[src/rtl/clkgate_pkg.sv]
`timescale 1ns/1ps
package clkgate_pkg;

    typedef enum logic [1:0] {
        GS_HOLD      = 2'd0,
        GS_HOLD_PEND = 2'd1,
        GS_RUN       = 2'd2,
        GS_STOPPED   = 2'd3
    } gate_state_e;

endpackage

[src/rtl/stop_sync.sv]
`timescale 1ns/1ps
// Flop chain that brings the asynchronous active-low stop request into clk.
module stop_sync #(
    parameter int STAGES = 2
) (
    input  logic clk,
    input  logic rst_n,
    input  logic req_n_async,
    output logic req
);

    logic [STAGES-1:0] chain_q;

    always_ff @(posedge clk or negedge rst_n) begin
        if (!rst_n) begin
            chain_q <= '1;
        end else begin
            chain_q <= {chain_q[STAGES-2:0], req_n_async};
        end
    end

    assign req = ~chain_q[STAGES-1];

endmodule

[src/rtl/toggle_div.sv]
`timescale 1ns/1ps
// Divided clock: phase flop toggles every DIV_HALF reference cycles.
module toggle_div #(
    parameter int DIV_HALF = 2
) (
    input  logic clk,
    input  logic rst_n,
    output logic dclk,
    output logic dclk_nxt,
    output logic fall_evt
);

    localparam int CW = (DIV_HALF > 1) ? $clog2(DIV_HALF) : 1;

    logic tick;
    logic dclk_q;

    generate
        if (DIV_HALF == 1) begin : g_nodiv
            assign tick = 1'b1;
        end else begin : g_div
            logic [CW-1:0] cnt_q;
            always_ff @(posedge clk or negedge rst_n) begin
                if (!rst_n) begin
                    cnt_q <= '0;
                end else if (tick) begin
                    cnt_q <= '0;
                end else begin
                    cnt_q <= cnt_q + 1'b1;
                end
            end
            assign tick = (cnt_q == CW'(DIV_HALF - 1));
        end
    endgenerate

    always_ff @(posedge clk or negedge rst_n) begin
        if (!rst_n) begin
            dclk_q <= 1'b0;
        end else begin
            dclk_q <= dclk_nxt;
        end
    end

    assign dclk_nxt = tick ? ~dclk_q : dclk_q;
    assign fall_evt = tick & dclk_q;
    assign dclk     = dclk_q;

endmodule

[src/rtl/stop_fsm.sv]
`timescale 1ns/1ps
// Stop/start sequencer; moves only at falling edges of the divided clock.
module stop_fsm
    import clkgate_pkg::*;
#(
    parameter int MIN_ON = 10
) (
    input  logic        clk,
    input  logic        rst_n,
    input  logic        stop_req,
    input  logic        fall_evt,
    output gate_state_e state,
    output logic        run,
    output logic        run_nxt
);

    localparam int CW = $clog2(MIN_ON + 1);

    gate_state_e   state_q;
    gate_state_e   state_d;
    logic [CW-1:0] win_q;
    logic          win_done;
    logic          holding;

    assign win_done = (win_q == CW'(MIN_ON - 1));
    assign holding  = (state_q == GS_HOLD) || (state_q == GS_HOLD_PEND);

    // state register
    always_ff @(posedge clk or negedge rst_n) begin
        if (!rst_n) begin
            state_q <= GS_HOLD;
        end else begin
            state_q <= state_d;
        end
    end

    // transitions
    always_comb begin
        state_d = state_q;
        unique case (state_q)
            GS_HOLD: begin
                if (fall_evt && win_done) begin
                    state_d = stop_req ? GS_STOPPED : GS_RUN;
                end else if (stop_req) begin
                    state_d = GS_HOLD_PEND;
                end
            end
            GS_HOLD_PEND: begin
                if (fall_evt && win_done) begin
                    state_d = GS_STOPPED;
                end
            end
            GS_RUN: begin
                if (fall_evt && stop_req) begin
                    state_d = GS_STOPPED;
                end
            end
            GS_STOPPED: begin
                if (fall_evt && !stop_req) begin
                    state_d = GS_HOLD;
                end
            end
            default: state_d = GS_HOLD;
        endcase
    end

    assign run_nxt = (state_d != GS_STOPPED);

    // outputs: gate flag and minimum-window counter
    always_ff @(posedge clk or negedge rst_n) begin
        if (!rst_n) begin
            run   <= 1'b1;
            win_q <= '0;
        end else begin
            run <= run_nxt;
            if (state_q == GS_STOPPED) begin
                win_q <= '0;
            end else if (holding && fall_evt && !win_done) begin
                win_q <= win_q + 1'b1;
            end
        end
    end

    assign state = state_q;

endmodule

[src/rtl/out_gate.sv]
`timescale 1ns/1ps
// Per-lane enable capture and registered output flops.
module out_gate #(
    parameter int N_OUT = 4
) (
    input  logic             clk,
    input  logic             rst_n,
    input  logic             fall_evt,
    input  logic             dclk_nxt,
    input  logic             run_nxt,
    input  logic [N_OUT-1:0] out_en,
    input  logic             free_en,
    output logic [N_OUT-1:0] clk_out,
    output logic             clk_free
);

    generate
        for (genvar i = 0; i < N_OUT; i++) begin : g_lane
            logic en_q;
            logic o_q;
            always_ff @(posedge clk or negedge rst_n) begin
                if (!rst_n) begin
                    en_q <= 1'b1;
                    o_q  <= 1'b0;
                end else begin
                    if (fall_evt) begin
                        en_q <= out_en[i];
                    end
                    o_q <= dclk_nxt & run_nxt & (fall_evt ? out_en[i] : en_q);
                end
            end
            assign clk_out[i] = o_q;
        end
    endgenerate

    logic fen_q;
    logic free_q;

    always_ff @(posedge clk or negedge rst_n) begin
        if (!rst_n) begin
            fen_q  <= 1'b1;
            free_q <= 1'b0;
        end else begin
            if (fall_evt) begin
                fen_q <= free_en;
            end
            free_q <= dclk_nxt & (fall_evt ? free_en : fen_q);
        end
    end

    assign clk_free = free_q;

endmodule

[src/rtl/clk_stop_gate.sv]
`timescale 1ns/1ps
module clk_stop_gate
    import clkgate_pkg::*;
#(
    parameter int N_OUT       = 4,
    parameter int DIV_HALF    = 2,
    parameter int MIN_ON      = 10,
    parameter int SYNC_STAGES = 2
) (
    input  logic             clk,
    input  logic             rst_n,
    input  logic             stop_n,
    input  logic [N_OUT-1:0] out_en,
    input  logic             free_en,
    output logic [N_OUT-1:0] clk_out,
    output logic             clk_free
);

    logic        stop_req;
    logic        div_clk;
    logic        div_nxt;
    logic        fall_evt;
    logic        run_q;
    logic        run_nxt;
    gate_state_e fsm_state;

    stop_sync #(.STAGES(SYNC_STAGES)) u_sync (
        .clk         (clk),
        .rst_n       (rst_n),
        .req_n_async (stop_n),
        .req         (stop_req)
    );

    toggle_div #(.DIV_HALF(DIV_HALF)) u_div (
        .clk      (clk),
        .rst_n    (rst_n),
        .dclk     (div_clk),
        .dclk_nxt (div_nxt),
        .fall_evt (fall_evt)
    );

    stop_fsm #(.MIN_ON(MIN_ON)) u_fsm (
        .clk      (clk),
        .rst_n    (rst_n),
        .stop_req (stop_req),
        .fall_evt (fall_evt),
        .state    (fsm_state),
        .run      (run_q),
        .run_nxt  (run_nxt)
    );

    out_gate #(.N_OUT(N_OUT)) u_gate (
        .clk      (clk),
        .rst_n    (rst_n),
        .fall_evt (fall_evt),
        .dclk_nxt (div_nxt),
        .run_nxt  (run_nxt),
        .out_en   (out_en),
        .free_en  (free_en),
        .clk_out  (clk_out),
        .clk_free (clk_free)
    );

endmodule

[config.mk]
export PLATFORM = sky130hd
export DESIGN_NAME = clk_stop_gate
export DESIGN_NICKNAME = d
export VERILOG_FILES = /design/src/rtl/clkgate_pkg.sv /design/src/rtl/stop_sync.sv /design/src/rtl/toggle_div.sv /design/src/rtl/stop_fsm.sv /design/src/rtl/out_gate.sv /design/src/rtl/clk_stop_gate.sv
export SDC_FILE = /design/constraint.sdc
export NUM_CORES = 1
export LEC_CHECK = 0
export BUFFER_PORTS_ARGS = -buffer_cell sky130_fd_sc_hd__buf_2
export CORE_ASPECT_RATIO = 0.75
export CORE_MARGIN = 4
export CORE_UTILIZATION = 40
export CTS_CLUSTER_DIAMETER = 30
export DETAILED_ROUTE_END_ITERATION = 8
export SLEW_MARGIN = 10
export SYNTH_ARGS = -nofsm -noshare
export SYNTH_HDL_FRONTEND = slang
export SYNTH_SLANG_ARGS = --single-unit
[constraint.sdc]
create_clock -name clk -period 1.24 [get_ports clk]
set_input_delay 0.248 -clock clk [delete_from_list [all_inputs] [get_ports clk]]
set_output_delay 0.248 -clock clk [all_outputs]
set_load 0.02 [all_outputs]
Yosys cells after proc, flatten, opt, wreduce, memory -nomap -nowiden
Cells that the tools add are included.
{"block": "op_classes", "n_addsub": 2, "multipliers": 0, "div": 0, "magnitude_cmp": 0, "eq_ne": 5, "n_shift": 0, "muxes": 16, "bitwise": 9, "n_reduce_logical": 9}
{"cell": "2-bit 2-to-1 mux", "n": 5}
{"cell": "1-bit 2-to-1 mux", "n": 8}
{"cell": "4-bit 2-to-1 mux", "n": 2}
{"cell": "2-bit one-hot mux with 4 select lines", "n": 1}
{"cell": "1-bit bitwise AND", "n": 7}
{"cell": "1-bit logical AND", "n": 5}
{"cell": "4-bit by 1-bit adder with 4-bit output, second input constant", "n": 1}
{"cell": "2-bit equality test, second input constant", "n": 2}
{"cell": "4-bit equality test, second input constant", "n": 1}
{"cell": "2-bit by 1-bit equality test with 1-bit output, second input constant", "n": 1}
{"cell": "2-bit logical NOT", "n": 1}
{"cell": "2-bit inequality test, second input constant", "n": 1}
{"cell": "1-bit NOT", "n": 2}
{"cell": "2-bit nonzero test", "n": 1}
{"cell": "1-bit adder, second input constant", "n": 1}
{"cell": "1-bit logical NOT", "n": 1}
{"cell": "1-bit logical OR", "n": 1}
{"block": "word_totals", "ff_bits": 20, "latch_bits": 0, "ram_bits": 0, "romBits": 0, "inputBits": 8, "out_inout_bits": 5, "word_cells": 56, "n_memories": 0}

Logic depth before layout (Yosys ltp)
Gate-level depths: netlist of the first run.
{"block": "depth", "depth_word": 7, "depth_mapped": 5, "mapped_depth_nobuf": 5}

Modules after synthesis
Synthesis of the first run repeated with hierarchy kept, for this count alone.
{"block": "unflattened", "cells_unflattened": 67, "area_unflattened_um2": 873.3}
{"module": "out_gate", "instances": 1, "cells_each": 25, "area_per_inst_um2": 389.1, "seq_area_each_um2": 256.5}
{"module": "stop_fsm", "instances": 1, "cells_each": 35, "area_per_inst_um2": 361.6, "seq_area_each_um2": 176.4}
{"module": "toggle_div", "instances": 1, "cells_each": 4, "area_per_inst_um2": 66.3, "seq_area_each_um2": 50.0}
{"module": "stop_sync", "instances": 1, "cells_each": 3, "area_per_inst_um2": 56.3, "seq_area_each_um2": 52.6}

Worst setup path before layout of the first run
Ideal clock, no wire load.
{"block": "synth_timing", "kind": "register to register", "from": "reg u_div.dclk_q, in the netlist u_div.dclk", "to": "reg u_gate.g_lane[0].o_q", "setup_time_ps": 77, "arrival_time_ps": 1247, "required_ps": 1163, "setup_slack_ps": -84, "stages_incl_launch_ff": 6, "n_path_buf": 1, "period_less_slack_ps": 1324, "path_cell_list": "dfrtp_1 > ha_1 > buf_6 > nor2b_1 > a22o_4 > a21oi_1"}
{"block": "synth_via", "elab_chain_cells": 7, "elab_cells_between_ends": 15, "cone_classes": "eq/ne (1); mux (7); bitwise (4); reduce/logical (3)"}
{"element": "from (decl)", "line": "toggle_div.sv:16", "rtl": "logic dclk_q;"}
{"element": "from (signal assigned)", "line": "toggle_div.sv:40", "rtl": "dclk_q <= dclk_nxt;"}
{"element": "1-bit bitwise AND (*)", "line": "toggle_div.sv:45", "rtl": "assign fall_evt = tick & dclk_q;"}
{"element": "1-bit logical AND (on tied branches)"}
{"element": "2-bit 2-to-1 mux (on tied branches)"}
{"element": "2-bit one-hot mux with 4 select lines (*)", "line": "stop_fsm.sv:40", "rtl": "unique case (state_q)"}
{"element": "net u_fsm.state_d[1]", "line": "stop_fsm.sv:20", "rtl": "gate_state_e state_d;"}
{"element": "2-bit inequality test (*)", "line": "stop_fsm.sv:67", "rtl": "assign run_nxt = (state_d != GS_STOPPED);"}
{"element": "1-bit bitwise AND (*) (2 in a row)", "line": "out_gate.sv:29", "rtl": "o_q <= dclk_nxt & run_nxt & (fall_evt ? out_en[i] : en_q);"}
{"element": "to (signal assigned)", "line": "out_gate.sv:29"}
{"element": "to (decl)", "line": "out_gate.sv:20", "rtl": "logic o_q;"}
The timed path passes the listed nets; every way through them passes the cells marked *.
A chain may end at the register's enable or synchronous reset.

Worst setup path in the final report of the first run
{"block": "layout_timing", "from": "reg u_div.g_div.cnt_q", "to": "reg u_gate.g_lane[0].o_q"}
{"block": "layout_via", "elab_chain_cells": 7, "elab_cells_between_ends": 14, "cone_classes": "eq/ne (1); mux (7); bitwise (3); reduce/logical (3)"}
{"element": "from (decl)", "line": "toggle_div.sv:22", "rtl": "logic [CW-1:0] cnt_q;"}
{"element": "from (signal assigned)", "line": "toggle_div.sv:29", "rtl": "cnt_q <= cnt_q + 1'b1;"}
{"element": "1-bit bitwise AND (*)", "line": "toggle_div.sv:45"}
{"element": "1-bit logical AND (on tied branches)"}
{"element": "2-bit 2-to-1 mux (on tied branches)"}
{"element": "2-bit one-hot mux with 4 select lines (*)", "line": "stop_fsm.sv:40"}
{"element": "net u_fsm.state_d[1]", "line": "stop_fsm.sv:20"}
{"element": "2-bit inequality test (*)", "line": "stop_fsm.sv:67"}
{"element": "1-bit bitwise AND (*) (2 in a row)", "line": "out_gate.sv:29"}
Marked as above.

==> results_dict.tcl, run 1 <==
set metrics [dict create \
    end_kind "register" \
    grt_antenna_before_repair 0 \
    min_path_type "input pin to register" \
    crit_arrival_ns 1.57 \
    area_delta_synth_final_pct 25.7 \
    drive_gt1_share_pct 59.8 \
    yosysTopAreaCell "dfrtp_1" \
    yosysWarnings 0 \
    leakagePower_nw 0.525 \
    clock.fmax_ghz 0.748 \
    wl_mm 1.68 \
    worst_hold_slack_ns 0.0320 \
    ir_drop_v 0.000722 \
    drc 0 \
    layout.nets 104 \
    overflow 0 \
    skew_ns 0.00585 \
    antennaDiodeCount 0 \
    viasPerCell 5.09 \
    drtPass1Iterations 4 \
    cp_max_fo 5 \
    clkLatencyLatePin_ns 0.30 \
    max_stage_delay_ns 0.42 \
    rows 14 \
    synth.most_common_cell "dfrtp_1" \
    synth_edf_count 0 \
    stdcell_count 116 \
    syn_nets 80 \
    clock-root-buffer "clkbuf_4" \
    period_needed_ns 1.34 \
    grt_max_degree 21 \
    status "complete, but fails checks" \
    dp_hpwl_mm 1.06 \
    worst_pin_slew_ns 0.438 \
    wl_per_cell_um 14.5 \
    synth.cells.most_frequent "13 x dfrtp_1, 7 x dfstp_2, 5 x a21oi_1, 5 x mux2_2, 5 x nand2_1" \
    crit_slowest_cell "dfrtp_1" \
    die_y_um 49.0 \
    yosysSeqAreaShare_pct 56.9 \
    die_x_um 62.6 \
    grt_pass1_wl_mm 2.84 \
    nFillCells 183 \
    maxCapViolCount 0 \
    start_util_pct 43.3 \
    setup_violations 9 \
    netlist_area_um2 895 \
    numCtsBuffers 3 \
    antenna_left 0 \
    path_cells "ha_4 -> buf_4 -> nor2b_4 -> a22o_4 -> a21oi_2" \
    slew_headroom_pct 70.8 \
    first_global_vias 601 \
    powerDensity_nw_per_um2 1060 \
    gp_congestion 0.779 \
    synth_flop_cell "dfrtp_1" \
    ys_seq_elements 20 \
    syn_inst 69 \
    core_um2 2070 \
    required_ns 1.48 \
    dieArea_um2 3060 \
    drv_slew 0 \
    io_buffers 12 \
    cts_max_path_buffers 2 \
    netlist.area_leader.share_pct 36.4 \
    cts_tree "done" \
    syn_avg_cell_area_um2 13.0 \
    critPathKind "register to register" \
    grt_use_total_pct 11.8 \
    synthArstFlopShare_pct 100 \
    h-tree-depth 1 \
    path_clk_slew_ns 0.12 \
    worst_slack_ns -0.0967 \
    vias 590 \
    fin_crit_sh_pct 108 \
    drtIter0Drc 23 \
    failed_checks "setup timing" \
    hold_viol_final 0 \
    yosys-top-cells-area "dfrtp_1 36%, dfstp_2 21%, mux2_2 6.3%" \
    dp_cells 105 \
    crit_path_start_kind "register" \
    yosysUniqueCellTypes 25 \
    rsz0062_at_grt "yes" \
    io_pins 13 \
    cts.sinks 20 \
]
==> worst max-delay path: cells and delay by family, from the launching register on <==
| family | cells | cell delay [ns] |
|---|---|---|
| AOI/OAI and AO/OA | 2 | 0.42 |
| adders and majority gates | 1 | 0.19 |
| buffers and inverters | 1 | 0.13 |
| DFF | 1 | 0.42 |
| and+or+nand+nor | 1 | 0.12 |
==> area by class of cell <==
class	instances	area, um2	area share (%)
Multi-Input combinational cell	39	370	32.9
Inverter	4	15.0	1.33
Sequential cell	20	509	45.3
Timing Repair Buffer	25	164	14.6
Clock buffer	4	36.3	3.23
Tap cell	24	30.0	2.67
==> repair_timing <==
item	CTS	global route
cloned	0	0
endpoints found under the hold margin	13	0
setup endpoints to repair	9	10
resized for setup	4	2
pin swaps	4	6
setup buffers	4	2
hold buffers	1	0
==> per-stage QoR <==
stage / TNS [ns] / area, um2 / setup slack (ns) / util [%] / total power, mW
2_1_floorplan: -0.126 / 928 / -0.0199 / - / 0.776
3_3_place_gp: -0.335 / 1010 / -0.0788 / 48.9 / 0.817
3_5_place_dp: -0.481 / 1010 / -0.111 / 48.9 / 0.821
4_1_cts: -0.416 / 1100 / -0.0719 / 53.1 / 1.20
5_1_grt: -1.21 / 1120 / -0.178 / 54.4 / 1.26
6_report: -0.587 / 1120 / -0.0967 / 54.4 / 1.19
==> final timing paths <==
check | depth (start not counted) | endpoint | slack [ns] | start
max in group asynchronous | 2 | u_gate.g_lane[3].en_q | 0.49 | rst_n
hold / removal | 1 | u_sync.chain_q[0] | 0.03 | stop_n
setup reg to reg | 5 | u_gate.g_lane[0].o_q | -0.1 | u_div.g_div.cnt_q
min in group asynchronous | 2 | u_gate.g_lane[1].o_q | 0.41 | rst_n
hold reg to reg | 0 | u_sync.chain_q[1] | 0.36 | u_sync.chain_q[0]
setup / recovery | 5 | u_gate.g_lane[0].o_q | -0.1 | u_div.g_div.cnt_q
==> layer usage <==
metal / vias to the layer above / routed length [um] / global-route usage (%)
met2: 11 / 782 / 17.7
met5: - / 0 / 0
met1: 293 / 803 / 16.3
met3: 2 / 84 / 4.61
li1: 284 / - / -
met4: 0 / 10 / 2.20
==> cells by family (layout without fill, tap and decap cells) <==
family,Yosys count,after routing,share of synthesized area [%]
flip-flops,20,20,56.9
buffers and inverters,10,33,7.55
multiplexers,5,5,6.29
adder cells (fa/ha/maj),3,3,4.20
AO/OA/AOI/OAI,16,16,14.5
AND/OR/NAND/NOR,15,15,10.5
==> layout by cell type (no fill, tap or decap), types with 2 or more instances in the layout <==
cell	count
dfrtp_1	13
clkbuf_4	3
o21ai_0	2
inv_1	4
dfstp_2	7
or3_1	2
nand2_1	5
mux2_2	5
buf_2	12
a21oi_2	5
and2_1	2
buf_4	11
==> flip-flops by register name (all words and copies together) (netlist names) <==
signal	cells
u_div.g_div.cnt_q	1
u_gate.g_lane.en_q	4
u_gate.clk_free	1
u_fsm.state	2
u_gate.g_lane.o_q	4
u_sync.chain_q	2
u_gate.fen_q	1
u_div.dclk	1
u_fsm.win_q	4
==> power by group <==
group | total [mW] | internal, mW | switching [mW]
Combinational | 0.118 | 0.0576 | 0.0601
Clock | 0.378 | 0.179 | 0.199
Sequential | 0.695 | 0.683 | 0.0124
Power figures use the tool's default switching activity.
==> inputs of run 2 (changes only) <==
--- a/config.mk
+++ b/config.mk
@@ -5,7 +5,7 @@
 export SDC_FILE = /design/constraint.sdc
 export NUM_CORES = 1
 export LEC_CHECK = 0
-export BUFFER_PORTS_ARGS = -buffer_cell sky130_fd_sc_hd__buf_2
+export BUFFER_PORTS_ARGS = -buffer_cell sky130_fd_sc_hd__buf_4
 export CORE_ASPECT_RATIO = 0.75
 export CORE_MARGIN = 4
 export CORE_UTILIZATION = 40
==> run 2 against run 1 <==
Effect of this change: the flow still finishes with violations (setup timing); register-to-register slack hardly changed; via count is 4.9% lower; sequential share of layout area is 1.6 points lower; setup slack better by 0.014 ns; core utilization is 2.0 points higher; hold slack better by 0.016 ns; combinational power is 4% higher; clock power is 2% lower; wire length is 3.1% lower.
==> results_dict.tcl, run 2 (synthesis gave the netlist of run 1 again) <==
set metrics [dict create \
    status "complete, but fails checks" \
    failed_checks "setup timing" \
    ir_drop_v 0.000712 \
    dieArea_um2 3060 \
    drv_slew 0 \
    grt_antenna_before_repair 0 \
    period_needed_ns 1.32 \
    path_cells "ha_4 -> buf_6 -> nand2b_4 -> or3_4 -> a21oi_2" \
    cts_tree "done" \
    slew_headroom_pct 79.1 \
    drive_gt1_share_pct 62.0 \
    min_path_type "input pin to register" \
    critPathKind "register to register" \
    worst_r2r_startpoint "u_div.g_div.cnt_q" \
    path_delay_family "simple AND/OR/NAND/NOR gates" \
    r2r_slack_ns -0.08 \
    cp.buffers_inverters 1 \
    nFillCells 174 \
    core_um2 2070 \
    vias 561 \
    fin_crit_sh_pct 107 \
    stdcell_count 116 \
    seq_area_um2 509 \
    first_global_vias 592 \
    finalPower_mw 1.19 \
    whs_endpoint "u_sync.chain_q[0]" \
    path_clk_slew_ns 0.11 \
    wl_per_cell_um 14.0 \
    worst_hold_slack_ns 0.0483 \
    die_y_um 49.0 \
    final_util_pct 56.4 \
    crit_slowest_cell "dfrtp_1" \
    end_kind "register" \
    cts.sinks 20 \
    drtIter0Drc 24 \
    clkLatencyLatePin_ns 0.29 \
    min_path_cells 1 \
    worst_slack_ns -0.0830 \
    dp_cells 106 \
    rsz0062_at_grt "yes" \
    worstRegToRegCells 5 \
    wl_mm 1.63 \
    die_x_um 62.6 \
    powerDensity_nw_per_um2 1020 \
    layout.nets 104 \
    grt_use_total_pct 11.6 \
    gp_congestion 0.711 \
    viasPerCell 4.84 \
    rows 14 \
    crit_path_start_kind "register" \
    worst_pin_slew_ns 0.313 \
    clock.fmax_ghz 0.756 \
    skew_ns 0.00162 \
    h-tree-depth 1 \
    overflow 0 \
    r2r_end "u_fsm.win_q[1]" \
    max_stage_delay_ns 0.40 \
    layout.cells.most_common_list "22 x buf_4, 13 x dfrtp_1, 7 x dfstp_2" \
    start_util_pct 43.3 \
    cts_max_path_buffers 2 \
    area_delta_synth_final_pct 30.3 \
    numCtsBuffers 3 \
    antennaDiodeCount 0 \
    top_regs "u_fsm.win_q: 4 flops, u_gate.g_lane.en_q: 4 flops, u_gate.g_lane.o_q: 4 flops" \
    cp_max_fo 5 \
    hold_viol_final 0 \
    io_buffers 12 \
    multiInputGateArea_um2 378 \
    grt_pass1_wl_mm 2.76 \
    required_ns 1.48 \
    drc 0 \
    clock-root-buffer "clkbuf_4" \
    drtPass1Iterations 2 \
    worstHoldStart "stop_n" \
    crit_arrival_ns 1.56 \
    dp_hpwl_mm 1.06 \
    setup_violations 8 \
    grt_max_degree 21 \
    io_pins 13 \
    leakagePower_nw 0.533 \
    antenna_left 0 \
    maxCapViolCount 0 \
    layout.cells.most_common "buf_4" \
]
==> run 2: cell count changes in the layout (fill, tap and decap cells not counted) <==
cell	change
o21ai_0	-1
buf_2	-12
buf_4	+11
or3_4	+1
o21ai_1	+1
or3_1	-1
buf_6	+1
and2_4	+1
and2_1	-1
==> run 2: where the power goes <==
| part | internal (mW) | switching, mW | total (mW) |
|---|---|---|---|
| sequential | 0.683 | 0.0126 | 0.695 |
| combinational | 0.0644 | 0.0588 | 0.123 |
| clock | 0.179 | 0.190 | 0.369 |
==> run 2: stage by stage <==
| stage | setup slack (ns) | TNS (ns) | cell area, um2 |
|---|---|---|---|
| finish | -0.0830 | -0.398 | 1170 |
| global route | -0.145 | -0.905 | 1170 |
| CTS | -0.0869 | -0.578 | 1140 |
| detailed placement | -0.0924 | -0.471 | 1050 |
| global placement | -0.0760 | -0.321 | 1050 |
| floorplan | -0.0199 | -0.126 | 928 |
==> run 2: how the worst max path moves through the flow <==
stage,cells after the start,slack [ns],startpoint,end
CTS,5,-0.09,u_div.g_div.cnt_q,u_gate.g_lane[0].o_q
global route,5,-0.14,u_div.g_div.cnt_q,u_fsm.win_q[1]
detailed placement,4,-0.09,u_div.g_div.cnt_q,u_gate.g_lane[2].o_q
finish,5,-0.08,u_div.g_div.cnt_q,u_fsm.win_q[1]
global placement,4,-0.08,u_div.g_div.cnt_q,u_gate.g_lane[1].o_q
floorplan,5,-0.02,u_div.g_div.cnt_q,u_gate.g_lane[0].o_q
==> run 2: final cells by class <==
| type | instances | area share, % |
|---|---|---|
| multi-input combinational | 39 | 32.4 |
| clock buffer | 4 | 3.11 |
| tap | 24 | 2.58 |
| timing repair buffer | 25 | 17.0 |
| inverter | 4 | 1.29 |
| sequential | 20 | 43.7 |
==> run 2: layer usage <==
layer | routed length, um | global-route usage [%]
met5 | 0 | 0
met4 | 13 | 3.30
met3 | 84 | 4.84
met2 | 703 | 17.2
met1 | 826 | 15.5
==> run 2: worst register-to-register path: cells and delay by family (launching register included) <==
family	cells	cell delay, ns
AND/OR/NAND/NOR	2	0.43
flip-flops	1	0.40
adder cells (fa/ha/maj)	1	0.17
AO/OA/AOI/OAI	1	0.13
buffers and inverters	1	0.12
==> run 2: what timing repair did <==
action	CTS	global route
endpoints found under the hold margin	13	0
hold buffers	1	0
setup buffers	4	1
pin swaps	3	2
endpoints found under the setup margin	10	10
resized for setup	4	6
